File: config.mk
export PLATFORM = sky130hd
export DESIGN_NAME = pcibar_unit
export DESIGN_NICKNAME = d
export VERILOG_FILES = /design/src/rtl/pcibar_pkg.sv /design/src/rtl/pcibar_slot.sv /design/src/rtl/pcibar_match.sv /design/src/rtl/pcibar_unit.sv
export SDC_FILE = /design/constraint.sdc
export NUM_CORES = 1
export LEC_CHECK = 0
export BUFFER_PORTS_ARGS = -buffer_cell sky130_fd_sc_hd__buf_4
export CAP_MARGIN = 20
export CORE_MARGIN = 4
export CORE_UTILIZATION = 40
export CTS_BUF_LIST = sky130_fd_sc_hd__clkbuf_16
export CTS_CLUSTER_SIZE = 24
export DETAILED_ROUTE_END_ITERATION = 10
export MAX_ROUTING_LAYER = met4
export PLACE_DENSITY_LB_ADDON = 0.08
export SLEW_MARGIN = 0
export SYNTH_ARGS = -nofsm -noshare
export SYNTH_HDL_FRONTEND = slang
export SYNTH_SLANG_ARGS = --single-unit
File: constraint.sdc
create_clock -name clk -period 1.9 [get_ports clk]
set_clock_uncertainty 0.05 [all_clocks]
set_input_delay 0.38 -clock clk [delete_from_list [all_inputs] [get_ports clk]]
set_output_delay 0.38 -clock clk [all_outputs]
set_load 0.01 [all_outputs]
File: src/rtl/pcibar_pkg.sv
package pcibar_pkg;

    typedef enum logic [1:0] {
        BK_MEM_PF = 2'd0,
        BK_IO     = 2'd1,
        BK_MEM_NP = 2'd2,
        BK_ROM    = 2'd3
    } bar_kind_e;

    localparam int NUM_SLOTS = 4;

    // Dword indices decoded by configuration software; fixed by convention.
    localparam logic [5:0] IDX_CMD  = 6'd1;
    localparam logic [5:0] IDX_PREF = 6'd4;
    localparam logic [5:0] IDX_IO   = 6'd5;
    localparam logic [5:0] IDX_NP   = 6'd6;
    localparam logic [5:0] IDX_ROM  = 6'd12;

    // Command bits: bit 1 memory decode, bit 0 I/O decode.
    typedef struct packed {
        logic mem_en;
        logic io_en;
    } cmd_t;

    function automatic bar_kind_e slot_kind(input int s);
        case (s)
            0:       return BK_MEM_PF;
            1:       return BK_IO;
            2:       return BK_MEM_NP;
            default: return BK_ROM;
        endcase
    endfunction

    function automatic logic [5:0] slot_index(input int s);
        case (s)
            0:       return IDX_PREF;
            1:       return IDX_IO;
            2:       return IDX_NP;
            default: return IDX_ROM;
        endcase
    endfunction

    // Hardwired low bits that describe the window type.
    function automatic logic [31:0] type_bits(input bar_kind_e k);
        case (k)
            BK_MEM_PF: return 32'h0000_0008;
            BK_IO:     return 32'h0000_0001;
            default:   return 32'h0000_0000;
        endcase
    endfunction

    function automatic logic [31:0] size_mask(input int lg);
        return 32'hFFFF_FFFF << lg;
    endfunction

    function automatic logic [31:0] lane_mask(input logic [3:0] be);
        logic [31:0] m;
        for (int i = 0; i < 4; i++) begin
            m[8*i +: 8] = {8{be[i]}};
        end
        return m;
    endfunction

endpackage

File: src/rtl/pcibar_slot.sv
module pcibar_slot
    import pcibar_pkg::*;
#(
    parameter bar_kind_e KIND    = BK_MEM_NP,
    parameter int        SIZE_LG = 16
) (
    input  logic        clk,
    input  logic        rst_n,
    input  logic        wr_sel,
    input  logic [3:0]  be,
    input  logic [31:0] wdata,
    output logic [31:0] rdata,
    output logic [31:0] base,
    output logic        rom_on
);

    localparam logic [31:0] MASK    = size_mask(SIZE_LG);
    localparam logic [31:0] TYPE    = type_bits(KIND);
    localparam logic        HAS_EN  = (KIND == BK_ROM);

    typedef struct packed {
        logic [31:0] base;
        logic        en;
    } slot_st_t;

    slot_st_t st_d, st_q;
    logic [31:0] merged;
    logic [31:0] lanes;

    always_comb begin
        st_d   = st_q;
        lanes  = lane_mask(be);
        merged = (rdata & ~lanes) | (wdata & lanes);
        if (wr_sel) begin
            st_d.base = merged & MASK;
            st_d.en   = HAS_EN & merged[0];
        end
    end

    always_ff @(posedge clk or negedge rst_n) begin
        if (!rst_n) begin
            st_q <= '0;
        end else begin
            st_q <= st_d;
        end
    end

    assign rdata  = st_q.base | TYPE | {31'b0, HAS_EN & st_q.en};
    assign base   = st_q.base;
    assign rom_on = HAS_EN & st_q.en;

endmodule

File: src/rtl/pcibar_match.sv
module pcibar_match #(
    parameter int SIZE_LG = 16
) (
    input  logic [31:0] addr,
    input  logic [31:0] base,
    input  logic        space_ok,
    output logic        hit
);

    localparam logic [31:0] MASK = 32'hFFFF_FFFF << SIZE_LG;

    assign hit = space_ok && ((addr & MASK) == base);

endmodule

File: src/rtl/pcibar_unit.sv
module pcibar_unit
    import pcibar_pkg::*;
#(
    parameter int PREF_SIZE_LG = 27,
    parameter int IO_SIZE_LG   = 8,
    parameter int NP_SIZE_LG   = 16,
    parameter int ROM_SIZE_LG  = 17
) (
    input  logic        clk,
    input  logic        rst_n,
    input  logic        cfg_wr,
    input  logic [5:0]  cfg_idx,
    input  logic [3:0]  cfg_be,
    input  logic [31:0] cfg_wdata,
    output logic [31:0] cfg_rdata,
    input  logic [31:0] bus_addr,
    input  logic        bus_io_space,
    output logic        hit_pref,
    output logic        hit_io,
    output logic        hit_np,
    output logic        hit_rom
);

    cmd_t cmd_d, cmd_q;

    logic [31:0] slot_rd   [NUM_SLOTS];
    logic [31:0] slot_base [NUM_SLOTS];
    logic        slot_en   [NUM_SLOTS];
    logic        slot_hit  [NUM_SLOTS];
    logic [NUM_SLOTS*32-1:0] slot_flat;

    // Command register: only lane 0 carries the two decode enables.
    always_comb begin
        cmd_d = cmd_q;
        if (cfg_wr && cfg_idx == IDX_CMD && cfg_be[0]) begin
            cmd_d.mem_en = cfg_wdata[1];
            cmd_d.io_en  = cfg_wdata[0];
        end
    end

    always_ff @(posedge clk or negedge rst_n) begin
        if (!rst_n) begin
            cmd_q <= '0;
        end else begin
            cmd_q <= cmd_d;
        end
    end

    for (genvar g = 0; g < NUM_SLOTS; g++) begin : g_slot
        localparam bar_kind_e  K   = slot_kind(g);
        localparam logic [5:0] IDX = slot_index(g);
        localparam int LG = (g == 0) ? PREF_SIZE_LG :
                            (g == 1) ? IO_SIZE_LG   :
                            (g == 2) ? NP_SIZE_LG   : ROM_SIZE_LG;

        logic space_ok;

        pcibar_slot #(
            .KIND    (K),
            .SIZE_LG (LG)
        ) u_slot (
            .clk    (clk),
            .rst_n  (rst_n),
            .wr_sel (cfg_wr && cfg_idx == IDX),
            .be     (cfg_be),
            .wdata  (cfg_wdata),
            .rdata  (slot_rd[g]),
            .base   (slot_base[g]),
            .rom_on (slot_en[g])
        );

        if (K == BK_IO) begin : g_io
            assign space_ok = cmd_q.io_en && bus_io_space;
        end else if (K == BK_ROM) begin : g_rom
            assign space_ok = cmd_q.mem_en && !bus_io_space && slot_en[g];
        end else begin : g_mem
            assign space_ok = cmd_q.mem_en && !bus_io_space;
        end

        pcibar_match #(
            .SIZE_LG (LG)
        ) u_match (
            .addr     (bus_addr),
            .base     (slot_base[g]),
            .space_ok (space_ok),
            .hit      (slot_hit[g])
        );

        assign slot_flat[32*g +: 32] = slot_rd[g];
    end

    always_comb begin
        cfg_rdata = '0;
        if (cfg_idx == IDX_CMD) begin
            cfg_rdata = {30'b0, cmd_q.mem_en, cmd_q.io_en};
        end
        for (int s = 0; s < NUM_SLOTS; s++) begin
            if (cfg_idx == slot_index(s)) begin
                cfg_rdata = slot_rd[s];
            end
        end
    end

    assign hit_pref = slot_hit[0];
    assign hit_io   = slot_hit[1];
    assign hit_np   = slot_hit[2];
    assign hit_rom  = slot_hit[3];

endmodule

==> results of run 1 <==
-- cell type report --
type / instances / area, sq um
Inverter: 1 / 3.75
Fill cell: 732 / 3140
Sequential cell: 63 / 1580
Tap cell: 108 / 135
Clock buffer: 9 / 225
Timing Repair Buffer: 165 / 1450
Clock inverter: 7 / 80.1
Multi-Input combinational cell: 236 / 2160
-- placed cells by master (no fill, tap or decap), types with 2 or more instances in the layout --
cell type and count:
xnor2_1 20, buf_12 9, and3_1 15, mux2_2 43, nand2_1 27, nand4_1 7, a22o_1 5, nand2b_1 2
xor2_1 38, nor3_1 3, nor4_2 4, conb_1 5, buf_8 2, inv_1 3, buf_4 132, buf_6 21
nor4b_4 2, o21ai_0 6, clkbuf_16 9, clkinv_1 2, nand3_1 3, a22oi_2 10, mux2_4 20, nor3_4 3
bufinv_16 2, nor4_1 5, mux2i_1 5, dfrtp_1 63
-- per-layer routing --
metal	track usage [%]	wire length (um)	vias to the layer above
met5	-	0	-
met4	4.98	95	0
met2	37.4	5660	68
li1	-	-	1435
met3	3.79	497	6
met1	30.2	5020	1514
-- repair_timing --
action                     4_1_cts  5_1_grt
pin swaps                       38        5
hold buffers                     1        0
setup endpoints to repair       22       30
gates cloned                     0        0
resized for setup               42       10
hold endpoints to repair        30        0
setup buffers                   11        1
-- cell usage after synthesis (6+ instances only) --
cell type | n | area [sq um]
xor2_1 | 39 | 342
nor4_1 | 9 | 56.3
nand4_1 | 7 | 43.8
dfrtp_1 | 63 | 1580
nand2_1 | 27 | 101
buf_4 | 6 | 45.0
xnor2_1 | 21 | 184
o21ai_0 | 6 | 30.0
a22o_1 | 6 | 52.6
a22oi_1 | 10 | 75.1
nor3_1 | 6 | 30.0
buf_2 | 7 | 35.0
mux2_2 | 62 | 698
and3_1 | 16 | 100
-- worst paths after layout --
path                               start                          to  slack (ns)  cells after the start
max                            flip-flop                      hit_np       -0.40                      6
min                        cfg_wdata[11]                   flip-flop        0.24                      2
max reg2reg                    flip-flop                   flip-flop        0.83                      3
min reg2reg                    flip-flop                   flip-flop        0.49                      1
max in group asynchronous          rst_n  asynchronous set/reset pin        0.77                      3
min in group asynchronous          rst_n  asynchronous set/reset pin        0.50                      2
-- cell families (layout without fill, tap and decap cells) --
kind of cell	Yosys count	count (layout)	share of synthesized area [%]
DFF	63	63	43.6
AOI/OAI and AO/OA	23	23	4.60
buffers and inverters	21	182	3.46
and+or+nand+nor	80	80	12.8
muxes	68	68	21.0
xor gates and xnor gates	60	60	14.5
other	1	5	0.104
-- power breakdown --
group	internal, mW	switching (mW)
combinational	0.395	0.296
sequential	1.45	0.102
clock	1.13	0.575
total	2.98	0.974
==> summary.md, run 1 <==
| Metric | Value |
|---|---|
| CTS max path bufs | 2 |
| Clk slew on worst S/H paths | 0.05 ns |
| Layout area overhead | 55.4% |
| DP HPWL | 8470 um |
| First-pass GRT wire length | 17600 um |
| Achievable Freq | 435 MHz |
| CP top delay family | simple AND/OR/NAND/NOR gates |
| RD Place Congestion | 0.842 |
| # diodes | 0 |
| CP Cell Sequence | xor2_1, nor4_2, buf_4, nand4_1, nor3_2, buf_4 |
| Cells after synthesis | roughly 320 |
| Worst Path Arrival | 1.87 ns |
| TritonCTS clock tree | yes |
| Failing checks | negative setup slack |
| Cell mode on critical path | buf_4 |
| Nets | 554 |
| CTS Sinks | 63 |
| Min Tclk post-route | 2.30 ns |
| Critical path class | flip-flop to output port |
| EDFF count, synth | 0 |
| Grt ovf | 0 |
| Routed wire per std cell | 19.1 um |
| WP buf/inv | 2 |
| Share of async-settable or async-resettable flops after synthesis | between 90% and 100% |
| Maximum vdd ir drop | just over 500 uV |
| RSZ-0062 raised after global routing | true |
| Post-Layout Cell Count | 589 |
| Full die area | 10600 sq um |
| Status | finished, violations left |
| Number of library cell types mapped by synthesis | 31 |
| Synthesized area per cell | 11.5 sq um |
| Cell Pwr Density | 702 nW/um^2 |
| Clk Latency, worst-skew pair | between 0.3 and 0.4 ns |
| Final WL | 11300 um |
| PortBufs | between 90 and 100 |
| Final worst setup slack | -0.399 ns |
| Die H | 103 um |
| Tcrit/Tclk final | 121% |
| IO Pins | 114 |
| Initial antenna violation count | 0 |
| Yosys warnings | 0 |
| Fin Hold WS | 0.241 ns |
| Largest net degree at the start of global routing | 33 |
| Total track usage | 23.0% |
| DRC | 0 |
| Vias in the first global route | 3200 |
| Setup_tns | -2.62 ns |
| Drt initial violations | 76 |
| Sequential area share after synthesis | 43.6% |
| Final instance area | 5620 sq um |
| Chip Width | roughly 100 um |
| Post-layout util | 64.2% |
| Root Driver | clkbuf_16 |
| Top FF cell, synth | dfrtp_1 |
| CP Data Required Time | 1.47 ns |
| Final Setup Violations | 21 |
| H-Tree Level Count | 3 |
| Hold Fails Final Rpt | 0 |
| Pre-CTS setup slack | -0.277 ns |
| CP startpoint kind | flip-flop |
| TritonCTS Buffers | 9 |
| Power Total | 3.95 mW |
| Hold WC Path Type | input pin to flip-flop |
| Row cnt | 34 |
| CP max FO | 2 |
| Post-route ant nets | 0 |
| Setup crit end kind | output port |
| Fraction of final layout cells sized beyond drive strength 1 | 55.5% |
| Max-cap viol count | 0 |
| Core area | 8760 sq um |
| CP max stage cell | dfrtp_1 |
| CP max stage delay | slightly below 0.4 ns |
| P_leak | about 2.9 nW |
| Placed cells | 562 |
| Max-slew violation count | 0 |
| Initial Util | 41.3% |
| Yosys reg bits | 63 |
| Vias/cell | 5.13 |
| Total iterations of the first detailed-routing run | 4 |
| DR vias | between 3000 and 4000 |
| Mapped Area | 3620 sq um |
| Placed inst area | 4980 sq um |
No activity file was read; power rests on OpenSTA's default activity.
==> run 2, diff against run 1 <==
--- a/config.mk
+++ b/config.mk
@@ -14,6 +14,8 @@
 export DETAILED_ROUTE_END_ITERATION = 10
 export MAX_ROUTING_LAYER = met4
 export PLACE_DENSITY_LB_ADDON = 0.08
+export RECOVER_POWER = 50
+export SKIP_LAST_GASP = 1
 export SLEW_MARGIN = 0
 export SYNTH_ARGS = -nofsm -noshare
 export SYNTH_HDL_FRONTEND = slang
==> constraint.sdc (replaced) <==
create_clock -name clk -period 2.8 [get_ports clk]
set_clock_uncertainty 0.05 [all_clocks]
set_input_delay 0.56 -clock clk [delete_from_list [all_inputs] [get_ports clk]]
set_output_delay 0.56 -clock clk [all_outputs]
set_load 0.01 [all_outputs]
==> summary.md, run 2 (synthesis results as in run 1) <==
| Metric | Value |
|---|---|
| Status | finished, violations left |
| Failing checks | max-capacitance violations, max-slew violations |
| Setup Buffers After CTS | 0 |
| IO Pins | approximately 110 |
| Clk slew on worst S/H paths | approximately 0.06 ns |
| H-Tree Level Count | 3 |
| Grt ovf | 0 |
| Chip Width | 103 um |
| Post-route ant nets | 0 |
| Achievable Freq | 381 MHz |
| Nets | just under 500 |
| Highest-count cells in the layout ignoring fill and taps | buf_4 (101), dfrtp_1 (63), mux2_2 (62), xor2_1 (39), nand2_1 (27) |
| Largest net degree at the start of global routing | 64 |
| CTS max path bufs | 2 |
| Die H | a little over 100 um |
| Setup_tns | 0 ns |
| CP Cell Sequence | buf_4, nand2b_1, nor4_1, nand3_1, nor3_1, buf_4 |
| Core area | approximately 8800 sq um |
| Initial antenna violation count | 0 |
| Hold Fails Final Rpt | 0 |
| DR vias | 2801 |
| DP HPWL | between 7000 and 8000 um |
| Max-slew violation count | 64 |
| Setup crit end kind | output port |
| Vias in the first global route | between 2000 and 3000 |
| RSZ-0062 raised after global routing | false |
| Routed wire per std cell | 19.1 um |
| Initial Util | slightly above 40% |
| Most common cell after layout, fill and taps aside | buf_4 |
| TritonCTS Buffers | 9 |
| First-pass GRT wire length | around 15000 um |
| Fin Hold WS | 0.413 ns |
| Critical path class | input pin to output port |
| Worst-Margin Slew | about 1.6 ns |
| Cts hold-fix bufs | 0 |
| TritonCTS clock tree | yes |
| Maximum vdd ir drop | about 330 uV |
| CP startpoint kind | input pin |
| Total track usage | 20.3% |
| Cell mode on critical path | buf_4 |
| Final WL | 10100 um |
| Hold WC Path Type | input pin to flip-flop |
| Full die area | 10600 sq um |
| CP max stage cell | nor4_1 |
| CP max stage delay | 0.42 ns |
| Root Driver | clkbuf_16 |
| DRC | 0 |
| Clk Latency, worst-skew pair | 0.32 ns |
| CP max FO | 3 |
| Tcrit/Tclk final | 93.7% |
| Fraction of final layout cells sized beyond drive strength 1 | between 40 and 50% |
| Final instance area | 4730 sq um |
| Worst Path Arrival | about 2.0 ns |
| Min Tclk post-route | 2.62 ns |
| Post-layout util | 54.0% |
| Drt initial violations | 67 |
| RD Place Congestion | 0.805 |
| Slew HR | -7.56% |
| Cell Pwr Density | 546 nW/um^2 |
| CP Data Required Time | 2.19 ns |
| CTS Sinks | 63 |
| Post-CTS resize count | 0 |
| Max-cap viol count | 1 |
| P_leak | between 2 and 2.5 nW |
| # diodes | 0 |
| Layout area overhead | 30.7% |
| Vias/cell | approximately 5.3 |
| Final Setup Violations | 0 |
| Total iterations of the first detailed-routing run | 4 |
| Row cnt | 34 |
| Placed inst area | 4450 sq um |
| PortBufs | 94 |
[run 2: path summary, 6_finish.rpt]
check,endpoint,depth (start not counted),slack (ns),from
setup reg to reg,flip-flop,1,1.94,flip-flop
min in group asynchronous,asynchronous set/reset pin,1,0.59,rst_n
hold / removal,cmd_q[1],2,0.41,cfg_wdata[1]
max in group asynchronous,asynchronous set/reset pin,1,1.14,rst_n
hold reg to reg,cmd_q[0],1,0.49,cmd_q[0]
setup / recovery,hit_rom,6,0.18,bus_io_space
[run 2: final cells by class]
type	instances	area, sq um
clock buffers	9	225
flip-flops and latches	63	1580
repair buffers	105	791
inverters	1	3.75
fillers	797	4030
clock inverters	7	87.6
multi-input cells	236	1910
well taps	108	135
[run 2: metrics by stage]
stage               cells  setup WS, ns  power, mW
floorplan             320         0.388       1.24
global placement      513         0.226       1.42
detailed placement    513         0.217       1.43
CTS                   529         0.211       2.61
global route          529         0.118       2.70
finish                529         0.177       2.58
[run 2: critical path, delay by kind of cell]
| family | cells | cell delay, ns |
|---|---|---|
| buffers and inverters | 2 | 0.30 |
| and+or+nand+nor | 4 | 1.14 |
[run 2: per-layer routing]
layer | wire length, um | global-route usage (%)
met4 | 156 | 6.57
met2 | 4780 | 31.2
met5 | 0 | -
met1 | 4570 | 27.6
met3 | 619 | 3.04
[run 2: power breakdown]
| group | switching [mW] | total (mW) | leakage [nW] | internal [mW] |
|---|---|---|---|---|
| Clock | 0.405 | 1.18 | 0.157 | 0.772 |
| Sequential | 0.0677 | 1.05 | 0.857 | 0.986 |
| Combinational | 0.163 | 0.351 | 1.41 | 0.188 |
